File: src/rtl/aport_pkg.sv
package aport_pkg;

    localparam int SAMPLE_W = 24;
    localparam int SBIT_W   = $clog2(SAMPLE_W);

    typedef enum logic [1:0] {
        SPD_SINGLE = 2'b00,
        SPD_DOUBLE = 2'b01,
        SPD_QUAD   = 2'b10,
        SPD_RSVD   = 2'b11
    } speed_e;

    typedef struct packed {
        logic [SAMPLE_W-1:0] l;
        logic [SAMPLE_W-1:0] r;
    } pair_t;

    // timing event handed to the framer: a bit-clock fall, whether it opens
    // a new half-frame, and the word-select level after it
    typedef struct packed {
        logic fall;
        logic restart;
        logic lr;
    } tev_t;

    // last value of the tick counter within one bit-clock half-period
    function automatic logic [1:0] half_last(speed_e s);
        case (s)
            SPD_SINGLE: return 2'd3;
            SPD_DOUBLE: return 2'd1;
            default:    return 2'd0;
        endcase
    endfunction

endpackage

File: src/rtl/aport_mclk_gen.sv
module aport_mclk_gen
    import aport_pkg::*;
#(
    parameter int SLOT_W = 32
) (
    input  logic       clk,
    input  logic       rst,
    input  logic       en_i,
    input  logic       mdiv_i,
    input  logic [1:0] speed_i,
    output logic       sclk_o,
    output logic       lrck_o,
    output tev_t       ev_o
);
    // pos counts bit-clock half-periods over one full frame
    localparam int PW = $clog2(2 * SLOT_W) + 1;

    logic          tgl_q;
    logic [1:0]    hcnt_q;
    logic [PW-1:0] pos_q;
    logic [PW-1:0] pos_n;
    logic          tick;
    logic          step;

    always_comb begin
        tick         = mdiv_i ? tgl_q : 1'b1;
        step         = en_i && tick && (hcnt_q == half_last(speed_e'(speed_i)));
        pos_n        = pos_q + PW'(1);
        ev_o.fall    = step && !pos_n[0];
        ev_o.restart = step && (pos_n[PW-2:0] == '0);
        ev_o.lr      = step ? pos_n[PW-1] : pos_q[PW-1];
    end

    always_ff @(posedge clk) begin
        if (rst || !en_i) begin
            tgl_q  <= 1'b0;
            hcnt_q <= '0;
            pos_q  <= '0;
            sclk_o <= 1'b0;
            lrck_o <= 1'b0;
        end else begin
            tgl_q <= ~tgl_q;
            if (tick) hcnt_q <= step ? 2'd0 : hcnt_q + 2'd1;
            if (step) begin
                pos_q  <= pos_n;
                sclk_o <= pos_n[0];
                lrck_o <= pos_n[PW-1];
            end
        end
    end

    AST_LR_ON_FALL: assert property (@(posedge clk) disable iff (rst || !en_i)
        !$stable(lrck_o) |-> $fell(sclk_o));

endmodule

File: src/rtl/aport_slave_sync.sv
module aport_slave_sync #(
    parameter int SYNC_STAGES = 2
) (
    input  logic             clk,
    input  logic             rst,
    input  logic             sclk_i,
    input  logic             lrck_i,
    output aport_pkg::tev_t  ev_o
);
    logic [SYNC_STAGES:0] sc_q;
    logic [SYNC_STAGES:0] lr_q;

    always_ff @(posedge clk) begin
        if (rst) begin
            sc_q <= '0;
            lr_q <= '0;
        end else begin
            sc_q <= {sc_q[SYNC_STAGES-1:0], sclk_i};
            lr_q <= {lr_q[SYNC_STAGES-1:0], lrck_i};
        end
    end

    always_comb begin
        ev_o.fall    = sc_q[SYNC_STAGES] && !sc_q[SYNC_STAGES-1];
        ev_o.restart = ev_o.fall && (lr_q[SYNC_STAGES] != lr_q[SYNC_STAGES-1]);
        ev_o.lr      = lr_q[SYNC_STAGES-1];
    end

endmodule

File: src/rtl/aport_framer.sv
module aport_framer
    import aport_pkg::*;
#(
    parameter int SLOT_W = 32
) (
    input  logic  clk,
    input  logic  rst,
    input  logic  idle_i,
    input  logic  fmt_i2s_i,
    input  tev_t  ev_i,
    input  pair_t pair_i,
    input  logic  pair_valid_i,
    output logic  sdout_o
);
    // saturating bit-position counter, wide enough for 64-bit slave halves
    localparam int CNT_W = $clog2(4 * SLOT_W);
    localparam logic [CNT_W-1:0] CNT_MAX = '1;

    pair_t               hold_q;
    pair_t               act_q;
    logic [CNT_W-1:0]    cnt_q;
    logic [CNT_W-1:0]    cnt_n;
    logic                left_now;
    logic                load;
    logic [SAMPLE_W-1:0] word;
    int                  k;
    int                  idx;
    logic                in_win;
    logic                bit_n;

    always_comb begin
        left_now = ev_i.lr ^ fmt_i2s_i;
        load     = ev_i.fall && ev_i.restart && left_now;
        if (ev_i.restart)        cnt_n = '0;
        else if (cnt_q == CNT_MAX) cnt_n = cnt_q;
        else                     cnt_n = cnt_q + CNT_W'(1);
        k      = int'(cnt_n) - int'(fmt_i2s_i);
        in_win = (k >= 0) && (k < SAMPLE_W);
        idx    = in_win ? (SAMPLE_W - 1 - k) : 0;
        word   = left_now ? (load ? hold_q.l : act_q.l) : act_q.r;
        bit_n  = in_win && word[SBIT_W'(idx)];
    end

    always_ff @(posedge clk) begin
        if (rst) begin
            hold_q  <= '0;
            act_q   <= '0;
            cnt_q   <= '0;
            sdout_o <= 1'b0;
        end else begin
            if (pair_valid_i) hold_q <= pair_i;
            if (idle_i) begin
                cnt_q   <= '0;
                sdout_o <= 1'b0;
            end else if (ev_i.fall) begin
                cnt_q   <= cnt_n;
                sdout_o <= bit_n;
                if (load) act_q <= hold_q;
            end
        end
    end

    AST_SDOUT_ON_FALL: assert property (@(posedge clk) disable iff (rst)
        !$stable(sdout_o) |-> $past(ev_i.fall || idle_i));

    AST_PAD_ZERO: assert property (@(posedge clk) disable iff (rst)
        (ev_i.fall && !in_win) |=> !sdout_o);

endmodule

File: src/rtl/aud_serial_tx.sv
module aud_serial_tx
    import aport_pkg::*;
#(
    parameter int SLOT_W      = 32,
    parameter int SYNC_STAGES = 2
) (
    input  logic                clk,
    input  logic                rst,
    input  logic                master_i,
    input  logic                fmt_i2s_i,
    input  logic [1:0]          speed_i,
    input  logic                mdiv_i,
    input  logic [SAMPLE_W-1:0] left_i,
    input  logic [SAMPLE_W-1:0] right_i,
    input  logic                pair_valid_i,
    input  logic                sclk_i,
    input  logic                lrck_i,
    output logic                sclk_o,
    output logic                lrck_o,
    output logic                sdout_o
);
    logic  idle;
    tev_t  m_ev;
    tev_t  s_ev;
    tev_t  ev;
    pair_t pair;

    assign idle = (speed_e'(speed_i) == SPD_RSVD);
    assign pair = '{l: left_i, r: right_i};
    assign ev   = master_i ? m_ev : s_ev;

    aport_mclk_gen #(.SLOT_W(SLOT_W)) u_mgen (
        .clk     (clk),
        .rst     (rst),
        .en_i    (master_i && !idle),
        .mdiv_i  (mdiv_i),
        .speed_i (speed_i),
        .sclk_o  (sclk_o),
        .lrck_o  (lrck_o),
        .ev_o    (m_ev)
    );

    aport_slave_sync #(.SYNC_STAGES(SYNC_STAGES)) u_ssync (
        .clk    (clk),
        .rst    (rst),
        .sclk_i (sclk_i),
        .lrck_i (lrck_i),
        .ev_o   (s_ev)
    );

    aport_framer #(.SLOT_W(SLOT_W)) u_frm (
        .clk          (clk),
        .rst          (rst),
        .idle_i       (idle),
        .fmt_i2s_i    (fmt_i2s_i),
        .ev_i         (ev),
        .pair_i       (pair),
        .pair_valid_i (pair_valid_i),
        .sdout_o      (sdout_o)
    );

    AST_IDLE_RESERVED: assert property (@(posedge clk) disable iff (rst)
        (speed_i == 2'b11) |=> (!sclk_o && !lrck_o && !sdout_o));

    AST_SLAVE_QUIET: assert property (@(posedge clk) disable iff (rst)
        !master_i |=> (!sclk_o && !lrck_o));

endmodule

File: config.mk
export PLATFORM = sky130hd
export DESIGN_NAME = aud_serial_tx
export DESIGN_NICKNAME = d
export VERILOG_FILES = /design/src/rtl/aport_pkg.sv /design/src/rtl/aport_mclk_gen.sv /design/src/rtl/aport_slave_sync.sv /design/src/rtl/aport_framer.sv /design/src/rtl/aud_serial_tx.sv
export SDC_FILE = /design/constraint.sdc
export NUM_CORES = 1
export LEC_CHECK = 0
export BUFFER_PORTS_ARGS = -buffer_cell sky130_fd_sc_hd__buf_4
export CAP_MARGIN = 0
export CORE_MARGIN = 2
export CORE_UTILIZATION = 45
export CTS_BUF_LIST = sky130_fd_sc_hd__clkbuf_4
export CTS_CLUSTER_DIAMETER = 80
export DETAILED_ROUTE_END_ITERATION = 10
export GPL_ROUTABILITY_DRIVEN = 0
export SYNTH_ARGS = -nofsm -noshare
export SYNTH_HDL_FRONTEND = slang
export SYNTH_SLANG_ARGS = --single-unit
File: constraint.sdc
create_clock -name clk -period 8.6 [get_ports clk]
set_input_delay 1.72 -clock clk [delete_from_list [all_inputs] [get_ports clk]]
set_output_delay 1.72 -clock clk [all_outputs]
set_load 0.005 [all_outputs]
# --- Word-level counts from Yosys, hierarchy flattened ---
# Index checks and enable logic that the tools add are counted.
word_totals:
  regBits: 122
  in_bits: 58
  out_inout_bits: 3
op_classes:
  addsub: 5
  order_cmp: 3
  eq_ne: 5
  muxes: 13
  n_bitwise: 3
  n_reduce_logical: 20
op_table:
  columns: ["op", "count"]
  rows:
  - ["two-way mux 24 bit", 2]
  - ["adder 7 x 1 -> 7 bit, second input constant", 2]
  - ["two-way mux 7 bit", 2]
  - ["logical AND 1 bit", 11]
  - [">= comparator 8 x 1 -> 1 bit, second input constant", 1]
  - ["< comparator 8 x 6 -> 1 bit, second input constant", 1]
  - ["subtractor 7 x 1 -> 8 bit", 1]
  - ["equality test 7 bit, second input constant", 1]
  - ["< comparator 5 x 7 -> 1 bit, second input constant", 1]
  - ["zero test 6 bit", 1]
  - ["binary-select mux 1 bit (select 5 bit)", 1]
  - ["two-way mux 5 bit", 1]
  - ["subtractor 5 bit, first input constant", 1]
  - ["zero test 1 bit", 4]
  - ["two-way mux 1 bit", 4]
  - ["case mux 2 bit (2 select lines)", 1]
  - ["two-way mux 3 bit", 1]
  - ["AND reduction 3 bit", 1]
  - ["adder 2 x 1 -> 2 bit, second input constant", 1]
  - ["equality test 2 x 1 -> 1 bit, second input constant", 1]
  - ["equality test 2 bit", 1]
  - ["equality test 2 bit, second input constant", 1]
  - ["zero test 2 bit", 1]
  - ["two-way mux 2 bit", 1]
  - ["other kinds (5)", 6]

# --- Depth between registers and ports, before layout ---
depth:
  depth_word: 16
  ltp_mapped: 21
  depth_no_buf: 18

# --- Hierarchy ---
# From an unflattened synthesis, not the netlist that was laid out.
hier_totals:
  cells_unflattened: 626
  hier_area_um2: 5575.3
modules_own_cells:
  columns: ["mod", "instances", "cells_per_inst", "area_per_inst_um2", "seq_area_each_um2"]
  rows:
  - ["aport_framer", 1, 536, 4764.6, 2082.0]
  - ["aport_mclk_gen", 1, 69, 571.8, 200.2]
  - ["aport_slave_sync", 1, 16, 191.4, 120.1]
  - ["aud_serial_tx", 1, 5, 47.5, 0.0]

# --- Worst setup path before layout ---
# No wires, ideal clock.
synth_timing:
  kind: "input to register"
  startpoint: "in mdiv_i"
  endpoint: "reg u_frm.sdout_o"
  arrival_time_ns: 5.155
  required_ns: 8.482
  slack_ns: 3.327
  stages: 18
  n_path_buf: 2
  path_cell_list: "nor2b_1 > a211oi_1 > o21a_1 > a41oi_1 > buf_2 > nand2_1 > ha_1 > ha_1 > nand3_1 > or4_1 > nand3_1 > buf_2 > nor2_1 > mux2_1 > a221o_1 > a21o_1 > o21ai_1 > o21ai_1"
synth_between:
  elab_chain_cells: 14
  elab_cells_between_ends: 23
synth_lines:
  columns: ["item", "line", "text"]
  rows:
  - ["start: declaration", "aud_serial_tx.sv:12", "input logic mdiv_i,"]
  - ["two-way mux 1 bit (*)", "aport_mclk_gen.sv:26", "tick = mdiv_i ? tgl_q : 1'b1;"]
  - ["logical AND 1 bit (*) (2 in a row)", "aport_mclk_gen.sv:27", "step = en_i && tick && (hcnt_q == half_last(speed_e'(speed_i)));"]
  - ["logical AND 1 bit", "aport_mclk_gen.sv:30", "ev_o.restart = step && (pos_n[PW-2:0] == '0);"]
  - ["two-way mux 3 bit (*)", "aud_serial_tx.sv:30", "assign ev = master_i ? m_ev : s_ev;"]
  - ["two-way mux 7 bit", "aport_framer.sv:34", "if (ev_i.restart) cnt_n = '0;"]
  - ["subtractor 7 x 1 -> 8 bit", "aport_framer.sv:37", "k = int'(cnt_n) - int'(fmt_i2s_i);"]
  - [">= comparator 8 x 1 -> 1 bit or < comparator 8 x 6 -> 1 bit (tied branches)", "aport_framer.sv:38", "in_win = (k >= 0) && (k < SAMPLE_W);"]
  - ["logical AND 1 bit", "aport_framer.sv:38", null]
  - ["two-way mux 5 bit", "aport_framer.sv:39", "idx = in_win ? (SAMPLE_W - 1 - k) : 0;"]
  - ["binary-select mux 1 bit (select 5 bit)", "aport_framer.sv:41", "bit_n = in_win && word[SBIT_W'(idx)];"]
  - ["two-way mux 1 bit (implied by the code) (2 in a row)", "aport_framer.sv:41", null]
  - ["logical AND 1 bit", "aport_framer.sv:41", null]
  - ["end signal: assignment", "aport_framer.sv:57", "sdout_o <= bit_n;"]
  - ["end: declaration", "aport_framer.sv:13", "output logic sdout_o"]
# Every way passes the cells marked *; elsewhere a longest branch is shown, timed or not. The select of a mux whose other input is x is not followed.
# A chain may end at the register's enable or synchronous reset.

# --- Worst setup path after layout ---
# Same ends and word-level chain as after synthesis.

==> flow_metrics.tcl <==
set metrics [dict create \
    status "finished clean" \
    fin_crit_sh_pct 74.9 \
    synth_edf_count 0 \
    place_ws_ps 1660 \
    dr.pass1.iters 4 \
    power.density_mw_per_mm2 183 \
    setup_viol 0 \
    drc 0 \
    synth_area_leaders "dfxtp_1 42%, mux2i_1 12%, nand2_1 9.6%" \
    antenna_found_initial 0 \
    start_kind "input pin" \
    drtIter0Drc 428 \
    num-nets-final 795 \
    die_area_mm2 0.0135 \
    critPathArrivalTime_ps 6890 \
    fp-row-count 40 \
    vias 4854 \
    syn_to_final_growth_pct 15.5 \
    slew-limit-headroom_pct 28.7 \
    ir_drop_v 0.000163 \
    syn_inst 695 \
    min_path_cells 1 \
    cts-buffers-inserted 17 \
    dp_hpwl_um 9250 \
    final_util_pct 53.7 \
    critPathKind "input pin to flip-flop" \
    slowest_delay_ps 840 \
    port_buffers 60 \
    clock_power_share_pct 43.4 \
    grt_pass1_vias 4483 \
    synth_common_cells "144 x nand2_1, 120 x dfxtp_1, 88 x nor2_1" \
    cts_buffer_depth 2 \
    min_period_ps 6440 \
    drv_cap 0 \
    fin_skew_ps 28.5 \
    setup_tns_ps 0 \
    hold_class "flip-flop to flip-flop" \
    cts_tree "built" \
    finalWorstSetupSlack_ps 2160 \
    swShare_pct 23.9 \
    antenna_left 0 \
    grt_max_degree 105 \
    synth_area_mm2 0.00566 \
    die_h_um 116 \
    yosys_warnings 0 \
    core_region_area_mm2 0.0122 \
    cts_sinks 120 \
    postSynthAreaPerCell_um2 8.14 \
    critical_path_peak_fanout 14 \
    switching_power_mw 0.286 \
    cellLeakagePower_nw 2.62 \
    critPathRequiredTime_ps 9050 \
    yosysMostFrequentCell "nand2_1" \
    p_comb_share_pct 8.1 \
    clock_latency_ps 540 \
    die_x_um 116 \
    yosysSeqAreaShare_pct 42.5 \
    post-synth-top-area-cell "dfxtp_1" \
    hold_viol_final 0 \
    cts_setup_buffers 0 \
    overflow 0 \
    grt_pass1_wl_um 22500 \
    fmax_mhz 155 \
    cp-end-kind "flip-flop" \
    htreeDepth 4 \
    synth-main-ff-cell "dfxtp_1" \
    track_usage_pct 21.4 \
    fillers 1178 \
    root_buffer "clkbuf_4" \
    async_flop_share_pct 0 \
    netlist.area_leader.share_pct 42.5 \
    rsz0062_at_grt "false" \
    via_per_inst 5.32 \
    slew_viol_final 0 \
    drive_gt1_share_pct 14.1 \
    ys_ff_latch 120 \
    drt-total-wl_um 13500 \
    cts_resized 0 \
    reg2regPathDepth 17 \
    tightest_slew_ps 1070 \
    yosys.cell_types.count 58 \
    cpMaxStageDelayCell "nor2_1" \
    internal-power_mw 0.911 \
    cts_hold_buffers 0 \
    clk_pin_slew_ps 130 \
    diodes 0 \
    seqPwrFrac_pct 48.6 \
    cp_cell_sequence "buf_4, nor2b_1, a211oi_1, o21a_1, a41oi_1, nand2_1, ha_1, ha_1, and4_1, a21oi_1, mux2i_1, nand3_1, nor2_1, mux2_1, a221o_1, a21o_1, o21ai_1, o21ai_1" \
    drt-wirelength-per-cell_um 14.8 \
    syn_nets 758 \
    initial_core_util_pct 46.5 \
    pin_count 61 \
]
==> layer usage <==
layer  vias up  GRT usage, %  share of wire (%)
met5         -             0                  0
met4         0          6.19               0.85
met1      2252          28.4                 47
met3        10          5.29                4.0
li1       2484             -                  -
met2       108          35.0                 48
==> worst paths after layout <==
check	start	end	slack [ps]
hold / removal	u_mgen.tgl_q	u_mgen.tgl_q	420
setup / recovery	mdiv_i	u_frm.sdout_o	2160
setup reg to reg	u_mgen.hcnt_q[1]	u_frm.sdout_o	3070
hold reg to reg	u_mgen.tgl_q	u_mgen.tgl_q	420
==> power groups by stage <==
stage          logic (mW)  clock network, mW  registers [mW]
2_1_floorplan      0.0636                  0           0.590
3_3_place_gp       0.0947                  0           0.594
3_5_place_dp       0.0971                  0           0.594
4_1_cts            0.0974              0.531           0.582
5_1_grt             0.107              0.558           0.584
6_report           0.0965              0.519           0.582
==> registers in the layout, summed over array words and instances, names as in the netlist <==
name	flops
u_frm.act_q	48
u_frm.cnt_q	7
u_frm.hold_q	48
u_frm.sdout_o	1
u_mgen.hcnt_q	2
u_mgen.pos_q	7
u_mgen.tgl_q	1
u_ssync.lr_q	3
u_ssync.sc_q	3
==> cells by family after synthesis <==
logic type               count (synthesis)  synth area share [%]
adder cells (fa/ha/maj)                  5                  1.11
XOR/XNOR                                16                  2.48
AND/OR/NAND/NOR                        307                  23.8
multiplexers                            71                  12.7
flip-flops                             120                  42.5
AO/OA/AOI/OAI                          125                  13.5
buffers and inverters                   51                  3.85
==> worst max-delay path: cells and delay by family <==
kind / cells / cell delay, ps
AO/OA/AOI/OAI: 8 / 2030
adder cells (fa/ha/maj): 2 / 580
buffers and inverters: 1 / 100
multiplexers: 2 / 620
AND/OR/NAND/NOR: 5 / 1820
==> layout make-up <==
type                    count  area, µm²  area share, %
well taps                 168        210           3.22
clock inverters            14        243           3.72
clock buffers              18        135           2.07
repair buffers             64        480           7.36
inverters                   5       18.8          0.287
multi-input cells         524       3040           46.6
flip-flops and latches    120       2400           36.8
==> layout by cell type, fill, tap and decap left out, types with 4 or more instances in the layout <==
| cell type | synthesis | layout |
|---|---|---|
| ha_1 | 5 | 5 |
| a21oi_1 | 66 | 66 |
| dfxtp_1 | 120 | 120 |
| mux2i_1 | 66 | 66 |
| nor4_1 | 7 | 7 |
| nor3_1 | 8 | 8 |
| nor2b_1 | 7 | 7 |
| and4_1 | 4 | 4 |
| bufinv_16 | 0 | 6 |
| buf_4 | 1 | 64 |
| a211oi_1 | 5 | 4 |
| xnor2_1 | 7 | 7 |
| and3_1 | 11 | 11 |
| o211ai_1 | 4 | 4 |
| inv_1 | 5 | 5 |
| nand3_1 | 15 | 15 |
| a21o_1 | 5 | 5 |
| o21ai_1 | 8 | 8 |
| nand2_1 | 144 | 144 |
| clkbuf_4 | 0 | 18 |
| a31oi_1 | 4 | 4 |
| xor2_1 | 9 | 9 |
| nor2_1 | 88 | 88 |
| o21ai_0 | 10 | 10 |
==> stage by stage <==
stage | cell area (µm²) | hold slack (ps) | power, mW | std cells
floorplan | 5660 | 393 | 0.654 | 695
global placement | 6150 | 406 | 0.689 | 881
detailed placement | 6150 | 405 | 0.691 | 881
CTS | 6530 | 423 | 1.21 | 913
global route | 6530 | 443 | 1.25 | 913
finish | 6530 | 418 | 1.20 | 913
(Power assumes the default switching activity.)
